==> src/rtl/sa_pkg.sv <==
`timescale 1ns/1ps
// Shared types of the switch allocator.
package sa_pkg;
    typedef enum logic [1:0] {
        FK_OPEN  = 2'd0,
        FK_MID   = 2'd1,
        FK_CLOSE = 2'd2,
        FK_SPARE = 2'd3
    } flit_kind_e;
endpackage

==> src/rtl/sa_req_gen.sv <==
`timescale 1ns/1ps
// Request generator for one input port.
// Turns the front flit into a one-hot request toward its target output.
// Assumes: out_open/out_owner/credit_ok are the registered state of the outputs;
// granted is the registered grant of this input (request mask).
module sa_req_gen
    import sa_pkg::*;
#(
    parameter int N  = 4,
    parameter int IW = 2,
    parameter int ME = 0
) (
    input  logic            valid,
    input  logic [IW-1:0]   dest,
    input  logic [1:0]      kind,
    input  logic            granted,
    input  logic [N-1:0]    out_open,
    input  logic [N-1:0]    credit_ok,
    input  logic [N*IW-1:0] out_owner,
    output logic [N-1:0]    req
);
    logic dest_ok;
    logic is_open;

    assign dest_ok = ({1'b0, dest} < (IW+1)'(N));
    assign is_open = (flit_kind_e'(kind) == FK_OPEN);

    // Qualify the front flit by mask, credit and output ownership.
    always_comb begin
        req = '0;
        if (valid && !granted && dest_ok && credit_ok[dest]) begin
            if (is_open)
                req[dest] = out_open[dest];
            else
                req[dest] = !out_open[dest] && (out_owner[dest*IW +: IW] == IW'(ME));
        end
    end
endmodule

==> src/rtl/sa_rr_arb.sv <==
`timescale 1ns/1ps
// Round-robin arbiter for one output.
// Picks the first requester at or after the priority pointer.
// Assumes: adv is high only when the current winner is an opening flit.
module sa_rr_arb #(
    parameter int N  = 4,
    parameter int IW = 2
) (
    input  logic          clk,
    input  logic          rst_n,
    input  logic [N-1:0]  req,
    input  logic          adv,
    output logic [N-1:0]  win,
    output logic [IW-1:0] win_idx,
    output logic          any
);
    logic [IW-1:0] ptr_q;

    // Scan the requesters starting at the pointer.
    always_comb begin
        win     = '0;
        win_idx = '0;
        any     = 1'b0;
        for (int k = 0; k < N; k++) begin
            int c;
            c = int'(ptr_q) + k;
            if (c >= N) c = c - N;
            if (!any && req[c]) begin
                any     = 1'b1;
                win[c]  = 1'b1;
                win_idx = IW'(c);
            end
        end
    end

    // Move priority past the winner of an opening flit.
    always_ff @(posedge clk) begin
        if (!rst_n)
            ptr_q <= '0;
        else if (adv && any)
            ptr_q <= (int'(win_idx) == N-1) ? '0 : win_idx + 1'b1;
    end

    AST_ARB_ONEHOT: assert property (@(posedge clk) disable iff (!rst_n) $onehot0(win));
    AST_ARB_WIN_IS_REQ: assert property (@(posedge clk) disable iff (!rst_n) any |-> (win & ~req) == '0);
    AST_PTR_HOLDS: assert property (@(posedge clk) disable iff (!rst_n) !adv |=> $stable(ptr_q));
endmodule

==> src/rtl/sa_out_state.sv <==
`timescale 1ns/1ps
// State of one output: credit count, open flag and owning input.
// Updated in the cycle a request wins (state update step).
// Assumes: won is at most one win per cycle; cr_pulse is one credit per cycle.
module sa_out_state
    import sa_pkg::*;
#(
    parameter int N     = 4,
    parameter int IW    = 2,
    parameter int DEPTH = 4
) (
    input  logic          clk,
    input  logic          rst_n,
    input  logic          won,
    input  logic [1:0]    won_kind,
    input  logic [IW-1:0] won_idx,
    input  logic          cr_pulse,
    output logic          open_q,
    output logic [IW-1:0] owner_q,
    output logic          credit_ok
);
    localparam int CW = $clog2(DEPTH + 1);
    localparam logic [CW-1:0] FULL = CW'(DEPTH);

    logic [CW-1:0] credit_q;

    assign credit_ok = (credit_q != '0);

    // Spend a credit on a win, refill on a return pulse, cap at DEPTH.
    always_ff @(posedge clk) begin
        if (!rst_n)
            credit_q <= FULL;
        else if (won && !cr_pulse)
            credit_q <= credit_q - 1'b1;
        else if (cr_pulse && !won && credit_q != FULL)
            credit_q <= credit_q + 1'b1;
    end

    // Close on an opening winner, reopen on a closing winner.
    always_ff @(posedge clk) begin
        if (!rst_n) begin
            open_q  <= 1'b1;
            owner_q <= '0;
        end else if (won) begin
            if (flit_kind_e'(won_kind) == FK_OPEN) begin
                open_q  <= 1'b0;
                owner_q <= won_idx;
            end else if (flit_kind_e'(won_kind) == FK_CLOSE) begin
                open_q  <= 1'b1;
            end
        end
    end

    AST_NO_UNDERFLOW: assert property (@(posedge clk) disable iff (!rst_n) won |-> credit_q != '0);
    AST_CREDIT_CAP: assert property (@(posedge clk) disable iff (!rst_n) credit_q <= FULL);
    AST_REOPEN: assert property (@(posedge clk) disable iff (!rst_n)
        (won && flit_kind_e'(won_kind) == FK_CLOSE) |=> open_q);
    AST_OWNER_STABLE: assert property (@(posedge clk) disable iff (!rst_n)
        (!open_q && !won) |=> $stable(owner_q));
    logic unused_n;
    assign unused_n = (N > 0);
endmodule

==> src/rtl/sa_pipe_alloc.sv <==
`timescale 1ns/1ps
// Pipelined switch allocator, N inputs by N outputs.
// Requests are arbitrated per output and the winners registered, so grants
// and dequeues appear one cycle later. A granted input masks its own request
// in the grant cycle; owned outputs admit only their owner's later flits.
// Assumes: every packet starts with an opening flit and ends with a closing one.
module sa_pipe_alloc
    import sa_pkg::*;
#(
    parameter int N     = 4,
    parameter int DEPTH = 4,
    localparam int IW   = (N > 1) ? $clog2(N) : 1
) (
    input  logic            clk,
    input  logic            rst_n,
    input  logic [N-1:0]    in_valid,
    input  logic [N*IW-1:0] in_dest,
    input  logic [2*N-1:0]  in_kind,
    input  logic [N-1:0]    credit_ret,
    output logic [N*N-1:0]  out_gnt,
    output logic [N-1:0]    in_deq
);
    logic [N-1:0]    req_row [N];
    logic [N-1:0]    req_col [N];
    logic [N-1:0]    win     [N];
    logic [N-1:0]    gnt_q   [N];
    logic [IW-1:0]   win_idx [N];
    logic [N-1:0]    win_any;
    logic [N-1:0]    out_open;
    logic [N-1:0]    credit_ok;
    logic [N*IW-1:0] out_owner;

    // Dequeue an input whose column carries a registered grant.
    always_comb begin
        in_deq = '0;
        for (int o = 0; o < N; o++)
            in_deq = in_deq | gnt_q[o];
    end

    for (genvar i = 0; i < N; i++) begin : g_in
        sa_req_gen #(.N(N), .IW(IW), .ME(i)) u_req (
            .valid     (in_valid[i]),
            .dest      (in_dest[i*IW +: IW]),
            .kind      (in_kind[2*i +: 2]),
            .granted   (in_deq[i]),
            .out_open  (out_open),
            .credit_ok (credit_ok),
            .out_owner (out_owner),
            .req       (req_row[i])
        );
        for (genvar o = 0; o < N; o++) begin : g_tr
            assign req_col[o][i] = req_row[i][o];
        end

        AST_NO_BACK_TO_BACK: assert property (@(posedge clk) disable iff (!rst_n)
            in_deq[i] |=> !in_deq[i]);
    end

    for (genvar o = 0; o < N; o++) begin : g_out
        logic [1:0] kind_w;
        logic       adv;

        assign kind_w = in_kind[2*win_idx[o] +: 2];
        assign adv    = win_any[o] && (flit_kind_e'(kind_w) == FK_OPEN);

        sa_rr_arb #(.N(N), .IW(IW)) u_arb (
            .clk     (clk),
            .rst_n   (rst_n),
            .req     (req_col[o]),
            .adv     (adv),
            .win     (win[o]),
            .win_idx (win_idx[o]),
            .any     (win_any[o])
        );

        sa_out_state #(.N(N), .IW(IW), .DEPTH(DEPTH)) u_st (
            .clk       (clk),
            .rst_n     (rst_n),
            .won       (win_any[o]),
            .won_kind  (kind_w),
            .won_idx   (win_idx[o]),
            .cr_pulse  (credit_ret[o]),
            .open_q    (out_open[o]),
            .owner_q   (out_owner[o*IW +: IW]),
            .credit_ok (credit_ok[o])
        );

        // Register the arbitration result as next cycle's grant.
        always_ff @(posedge clk) begin
            if (!rst_n) gnt_q[o] <= '0;
            else        gnt_q[o] <= win[o];
        end

        assign out_gnt[o*N +: N] = gnt_q[o];

        AST_ONE_GNT_PER_OUT: assert property (@(posedge clk) disable iff (!rst_n)
            $onehot0(gnt_q[o]));
        AST_GNT_HAD_REQ: assert property (@(posedge clk) disable iff (!rst_n)
            (gnt_q[o] & ~$past(req_col[o])) == '0);
        AST_OWNER_ALWAYS_WINS: assert property (@(posedge clk) disable iff (!rst_n)
            (!out_open[o] && req_col[o][out_owner[o*IW +: IW]]) |-> win[o][out_owner[o*IW +: IW]]);
        AST_CLOSED_NO_OPENER: assert property (@(posedge clk) disable iff (!rst_n)
            (!out_open[o] && win_any[o]) |-> win_idx[o] == out_owner[o*IW +: IW]);
    end

    AST_ONE_OUT_PER_IN: assert property (@(posedge clk) disable iff (!rst_n)
        $countones(out_gnt) == $countones(in_deq));
endmodule

==> config.mk <==
export PLATFORM = sky130hd
export DESIGN_NAME = sa_pipe_alloc
export DESIGN_NICKNAME = d
export VERILOG_FILES = /design/src/rtl/sa_pkg.sv /design/src/rtl/sa_req_gen.sv /design/src/rtl/sa_rr_arb.sv /design/src/rtl/sa_out_state.sv /design/src/rtl/sa_pipe_alloc.sv
export SDC_FILE = /design/constraint.sdc
export NUM_CORES = 1
export LEC_CHECK = 0
export BUFFER_PORTS_ARGS = -buffer_cell sky130_fd_sc_hd__buf_2
export CELL_PAD_IN_SITES_DETAIL_PLACEMENT = 1
export CELL_PAD_IN_SITES_GLOBAL_PLACEMENT = 2
export CORE_ASPECT_RATIO = 1.4
export CORE_MARGIN = 2
export CORE_UTILIZATION = 25
export DETAILED_ROUTE_END_ITERATION = 16
export PLACE_DENSITY = 0.57
export SLEW_MARGIN = 20
export SYNTH_ARGS = -nofsm -noshare
export SYNTH_HDL_FRONTEND = slang
export SYNTH_HIERARCHICAL = 1
export SYNTH_SLANG_ARGS = --single-unit
export TNS_END_PERCENT = 20
==> constraint.sdc <==
create_clock -name clk -period 7.7 [get_ports clk]
set_clock_uncertainty 0.2 [all_clocks]
set_input_delay 1.925 -clock clk [delete_from_list [all_inputs] [get_ports clk]]
set_output_delay 1.925 -clock clk [all_outputs]
set_load 0.05 [all_outputs]
# After elaboration in Yosys (flattened, before gate mapping)
# Memories as Yosys holds them, arrays and structs flattened.
# Cells that the tools add are included.
[word_totals]
latchBits = 0
n_memories = 1
output_inout_bits = 20
romBits = 0
register_bits = 32
mem_bits_rw = 16
[op_classes]
n_addsub = 40
order_cmp = 56
n_mul = 0
n_mux = 202
div = 0
shifts = 8
bitwise_logic = 27
n_eq_ne = 15
reduce_logical = 121
[mem_list]
columns = ["name", "depth", "width", "rd", "rd_ports_with_merged_regs", "write_ports", "line_no", "source"]
rows = [
  ["gnt_q", 4, 4, 4, 0, 4, "sa_pipe_alloc.sv:26", "logic [N-1:0] gnt_q [N];"],
]
[op_table]
columns = ["operator", "count"]
rows = [
  ["$ge 32x1->1 const B", 16],
  ["$lt 32x4->1 const B", 16],
  ["$mux 32", 16],
  ["$ge 32x4->1 const B", 12],
  ["$sub 32x4->32 const B", 12],
  ["$mux 4", 28],
  ["$mux 1", 86],
  ["$logic_and 1x1->1", 64],
  ["$shiftx 8x4->2", 8],
  ["$or 4x4->4", 15],
  ["$bmux 1 s2", 24],
  ["$demux 1 s2", 20],
  ["$mux 2", 20],
  ["$and 4x4->4", 8],
  ["$logic_not 1->1", 28],
  ["$add 2x2->3 const B", 8],
  ["$mux 3", 8],
  ["$logic_not 2->1", 9],
  ["$reduce_and 2->1", 8],
  ["$reduce_bool 2->1", 8],
  ["$sub 2x3->4 const B", 4],
  ["$add 2x1->3 const B", 4],
  ["$add 3x1->3 const B", 4],
  ["$eq 2x2->1 const B", 6],
  ["9 further kinds", 37],
]

# Logic depth before layout (Yosys ltp)
# An unclocked memory read counts as a cell.
[logic_depth]
depth_word = 26
ltp_mapped = 15

# Hierarchy
# Netlist, hierarchy kept.
[modules_own_cells]
columns = ["mod", "cells_per_inst", "area_per_inst_um2", "seq_area_each_um2", "n_inst"]
rows = [
  ["sa_rr_arb", 61, 548.0, 40.0, 4],
  ["sa_out_state", 39, 359.1, 120.1, 4],
  ["sa_pipe_alloc", 49, 684.4, 320.3, 1],
  ["sa_req_gen (g_in[1].u_req ...)", 18, 157.7, 0.0, 2],
  ["sa_req_gen (g_in[0].u_req)", 24, 192.7, 0.0, 1],
  ["sa_req_gen (g_in[3].u_req)", 20, 133.9, 0.0, 1],
]

# Least setup slack after synthesis
# Ideal clock, no wire load.
[synth_path]
kind = "input -> register"
start = "input in_dest[4]"
end = "register g_out[2].u_st.owner_q[0]"
t_arrival_ns = 5.721
path_stages = 13
t_required_ns = 7.383
n_path_buf = 1
path_slack_ns = 1.662
cell_sequence = "buf_6 mux4_2 a2111oi_2 a21oi_1 nor4b_1 mux4_2 nor2b_1 o21ai_0 o21ai_0 mux4_2 nor3b_2 mux2i_1 nor2b_1"
[synth_rtl]
columns = ["item", "line_no", "source"]
rows = [
  ["start, declared", "sa_pipe_alloc.sv:17", "input logic [N*IW-1:0] in_dest,"],
  ["end signal, assigned", "sa_out_state.sv:47", "owner_q <= won_idx;"],
  ["end, declared", "sa_out_state.sv:19", "output logic [IW-1:0] owner_q,"],
]

==> summary.txt <==
Timing
  – Hold Fails Final Rpt: 0
  – Share of the clock period used by the worst path: 0.838
  – Hold Slack: 0.353 ns
  – Setup violations, final: 0
  – Worst Max-Slew Pin Slew: 1.04 ns
  – Final min period: 6.45 ns
  – Max-slew violation total from the final report: 0
  – Final sum of negative setup slack: 0 ns
  – Highest clock frequency the design can meet: 155 MHz
  – Relative slew margins: 0.297
  – Unrepaired setup endpoints after global routing: no

Worst hold path
  – HP Class: flop to flop

GRT
  – Via count of the first global-routing pass: 4700
  – Number of antenna violations at the first check in global routing: 0
  – First-pass GRT wire length: 25.2 mm
  – Overall fraction of global-route tracks in use: 0.154
  – Remaining global-route overflow: 0
  – Pin count of the biggest net entering global routing: 49

Synthesis
  – Biggest area consumer among synthesized cells: sky130_fd_sc_hd__dfxtp_1
  – Count of cell types in the netlist: 56
  – Sequential-to-total area share from yosys stat: 0.194
  – Post-Synthesis Cell Area: 4950 um^2
  – Post-synth EDFFs: 0
  – Number of instances in the synthesized netlist: 529
  – Post-Synth XOR/XNOR Area: 0.0212
  – Share of synthesized cell area in and, or, nand and nor gates: 0.240
  – Cell types with the largest area share after synthesis: sky130_fd_sc_hd__dfxtp_1 (19%), sky130_fd_sc_hd__mux4_2 (12%), sky130_fd_sc_hd__ha_1 (10%)
  – Warnings from Yosys: 6
  – Post-Synthesis Net Count: 595
  – Combinational family with the most area after synthesis: simple AND/OR/NAND/NOR gates
  – Ys flop type: sky130_fd_sc_hd__dfxtp_1
  – Synthesis-stage register bit count: 48
  – Proportion of register bits with asynchronous set or reset after synthesis: 0
  – Average cell area after synthesis: 9.37 um^2
  – Share of synthesized cell area in full adder, half adder and majority cells: 0.101
  – Mux cell area share after synthesis: 0.181
  – Fraction of synthesized cell area taken by the top area cell type: 0.194
  – Compound-Gate Fraction of Synth Area: 0.211

Final layout
  – Ratio of cells with drive above 1 in the final layout: 0.216
  – Filler-free cell count of the finished design: 809
  – Count of nets after finishing: 626
  – Ant. Diodes: 0
  – Share of the core filled with cells: 0.283
  – Synthesis-to-layout area growth: 10.7%

Route
  – Detailed Route Iter0 Violations: 149
  – Vias post-DR: 4376
  – Antenna-violating nets left: 0
  – Number of remaining DRC errors: 0
  – Sum of routed wire length over all layers: 15.6 mm
  – Wire length per cell after detailed routing: 19.3 um
  – Ratio of routed vias to standard cells: 5.41
  – Detailed-routing iteration count for the pre-antenna-repair pass: 4

Setup path
  – Kind of cell with the highest combined delay on the critical path: multiplexers
  – Worst setup path endpoint: g_out[0].u_st/owner_q[1]
  – Most frequent cell on the critical path: sky130_fd_sc_hd__mux4_2
  – Biggest fanout along the worst timing path: 7
  – Delay of the slowest cell on the worst path: 0.87 ns
  – Crit-path cells: buf_2, mux4_2, a2111oi_2, a21oi_1, nor4b_1, mux4_2, nor2b_1, o21ai_0, o21ai_0, mux4_2, nor3b_2, mux2i_1, nor2b_1
  – Startpoint Class: input pin
  – Cell count along the critical path: 13
  – Count of buffer and inverter cells on the critical path: 1
  – Type of element capturing the critical path: flop
  – Highest-delay cell along the critical path: sky130_fd_sc_hd__nor4b_1
  – Launching point of the worst reg2reg path: gnt_q[1][1]
  – Length in cells of the worst reg-to-reg path: 13
  – Signal arrival time at the worst endpoint: 6.44 ns
  – Register-to-register setup slack: 2.34 ns
  – Worst r2r dst: g_out[0].u_st/owner_q[1]
  – Data required time at the worst endpoint: 7.68 ns
  – Critical Path Source: in_dest[2]
  – Kind of critical path: input pin to flop

Clocking
  – Count of cells resized by post-cts repair: 0
  – CTS H-Tree Depth: 2
  – Maximum clock insertion buffer count: 2
  – Cts hold-fix bufs: 0
  – Clock Tree Root: sky130_fd_sc_hd__clkbuf_16
  – Clock latency reported for the late side of the worst-skew pair: 0.30 ns
  – CTS tree: built
  – Number of setup buffers added after CTS: 0
  – Number of sinks on the clock net: 48
  – Cts bufs inserted: 5
  – Clock edge transition at the registers on the reported setup and hold paths: 0.07 ns

Floorplan
  – Area of the die: 21000 um^2
  – Initial Util: 0.256
  – Vertical die dimension: 171 um
  – Horizontal die dimension: 123 um
  – Top-level port count: 46
  – Core Region: 19400 um^2
  – Placement Rows: 60

Placed design
  – Inst Count DP: 801
  – Global placer's final weighted congestion: 0.848
  – Number of I/O port buffers: 45
  – DP HPWL: 12.1 mm

Outcome
  – Result of the run: finished, final reports clean

Pwr
  – Lkg Pwr: 2.12 nW
  – Worst-case vdd ir drop: 0.0851 mV
  – Power density normalized to cell area: 112 nW/um^2
  – Pwr Total: 0.000617 W

Flow run
  – Max Cap Viol: 0
==> how the worst min path moves through the flow <==
| stage | from | to | slack (ns) | cells past startpoint |
|---|---|---|---|---|
| floorplan | g_out[0].u_st/credit_q[1] | g_out[0].u_st/credit_q[1] | 0.30 | 2 |
| global placement | g_out[0].u_st/credit_q[1] | g_out[0].u_st/credit_q[2] | 0.33 | 1 |
| detailed placement | g_out[0].u_st/credit_q[1] | g_out[0].u_st/credit_q[2] | 0.34 | 1 |
| CTS | g_out[0].u_st/credit_q[1] | g_out[0].u_st/credit_q[2] | 0.36 | 1 |
| global route | g_out[0].u_st/credit_q[1] | g_out[0].u_st/credit_q[2] | 0.38 | 1 |
| finish | g_out[0].u_st/credit_q[1] | g_out[0].u_st/credit_q[2] | 0.35 | 1 |
==> layer usage <==
metal  track usage  share of wire  vias to the layer above
met1         0.171           0.41                     2215
met4        0.0435          0.014                        0
met3        0.0177          0.025                       12
met5             0              0                        -
met2         0.301           0.55                       69
li1              -              -                     2080
==> layout by cell type, fill, tap and decap left out, types with 5 or more instances in the layout <==
cell type | synthesis | final
sky130_fd_sc_hd__o21ai_0 | 25 | 25
sky130_fd_sc_hd__mux4_2 | 26 | 26
sky130_fd_sc_hd__a22oi_1 | 16 | 16
sky130_fd_sc_hd__buf_2 | 12 | 45
sky130_fd_sc_hd__inv_1 | 22 | 22
sky130_fd_sc_hd__or3_1 | 7 | 7
sky130_fd_sc_hd__a21oi_1 | 28 | 28
sky130_fd_sc_hd__nor3b_1 | 5 | 5
sky130_fd_sc_hd__nand2b_1 | 15 | 15
sky130_fd_sc_hd__a221o_1 | 16 | 16
sky130_fd_sc_hd__ha_1 | 40 | 40
sky130_fd_sc_hd__nor2b_1 | 24 | 24
sky130_fd_sc_hd__nand3_1 | 18 | 18
sky130_fd_sc_hd__nand3b_1 | 7 | 7
sky130_fd_sc_hd__and2_1 | 20 | 20
sky130_fd_sc_hd__clkbuf_16 | 0 | 5
sky130_fd_sc_hd__nor2_1 | 32 | 32
sky130_fd_sc_hd__nor3_1 | 6 | 6
sky130_fd_sc_hd__mux2i_1 | 14 | 14
sky130_fd_sc_hd__nand2_1 | 19 | 19
sky130_fd_sc_hd__nor4b_1 | 10 | 10
sky130_fd_sc_hd__mux2_2 | 6 | 6
sky130_fd_sc_hd__nor3b_2 | 8 | 8
sky130_fd_sc_hd__xnor2_1 | 8 | 8
sky130_fd_sc_hd__dfxtp_1 | 48 | 48
==> cells by family (layout without fill, tap and decap cells) <==
group	after synthesis	count (layout)
adder cells (fa/ha/maj)	40	40
AO/OA/AOI/OAI	141	141
XOR/XNOR	12	12
multiplexers	50	50
buffers and inverters	46	78
AND/OR/NAND/NOR	192	192
flip-flops	48	48
==> worst register-to-register path, cell delays in order, from the launching register on <==
cell and delay (ns):
sky130_fd_sc_hd__dfxtp_1 0.32, sky130_fd_sc_hd__or4_1 0.53, sky130_fd_sc_hd__nand2b_1 0.26, sky130_fd_sc_hd__a2111oi_2 0.36, sky130_fd_sc_hd__a21oi_1 0.17, sky130_fd_sc_hd__nor4b_1 0.87, sky130_fd_sc_hd__mux4_2 0.43, sky130_fd_sc_hd__nor2b_1 0.13
sky130_fd_sc_hd__o21ai_0 0.07, sky130_fd_sc_hd__o21ai_0 0.63, sky130_fd_sc_hd__mux4_2 0.65, sky130_fd_sc_hd__nor3b_2 0.29, sky130_fd_sc_hd__mux2i_1 0.27, sky130_fd_sc_hd__nor2b_1 0.08
==> synthesized netlist by cell type (5+ instances only) <==
library cell and number:
sky130_fd_sc_hd__nor3_1 6, sky130_fd_sc_hd__nand3b_1 7, sky130_fd_sc_hd__nor3b_2 8, sky130_fd_sc_hd__and2_1 20, sky130_fd_sc_hd__mux2i_1 14, sky130_fd_sc_hd__nand2b_1 15
sky130_fd_sc_hd__nand3_1 18, sky130_fd_sc_hd__nor2b_1 24, sky130_fd_sc_hd__buf_2 12, sky130_fd_sc_hd__a221o_1 16, sky130_fd_sc_hd__inv_1 22, sky130_fd_sc_hd__or3_1 7
sky130_fd_sc_hd__xnor2_1 8, sky130_fd_sc_hd__a22oi_1 16, sky130_fd_sc_hd__buf_6 7, sky130_fd_sc_hd__nor3b_1 5, sky130_fd_sc_hd__nor2_1 32, sky130_fd_sc_hd__mux2_2 6
sky130_fd_sc_hd__nor4b_1 10, sky130_fd_sc_hd__ha_1 40, sky130_fd_sc_hd__nand2_1 19, sky130_fd_sc_hd__a21oi_1 28, sky130_fd_sc_hd__dfxtp_1 48, sky130_fd_sc_hd__mux4_2 26
sky130_fd_sc_hd__o21ai_0 25
==> registers in the layout, summed over array words and instances (netlist names) <==
signal and cells:
gnt_q 16, g_out.u_st/open_q 4, g_out.u_st/credit_q 12, g_out.u_st/owner_q 8, g_out.u_arb/ptr_q 8
==> metrics by stage <==
stage               area, um^2  setup slack [ns]
floorplan                 4950              1.66
global placement          5340             0.989
finish                    5490              1.25
global route              5490             0.802
CTS                       5490              1.18
detailed placement        5340             0.884
==> layout make-up <==
class | instances | area, um^2
clock buffer | 8 | 146
fill | 2284 | 13900
inverter | 22 | 82.6
multi-input combinational | 435 | 3740
sequential | 48 | 961
tap | 248 | 310
timing repair buffer | 48 | 248
==> power by group <==
group	internal, W	total [W]	switching (W)
combinational	0.0000500	0.000122	0.0000722
sequential	0.000253	0.000262	0.00000823
clock	0.000130	0.000233	0.000103
total	0.000434	0.000617	0.000183
No activity file was read; power rests on OpenSTA's default activity.
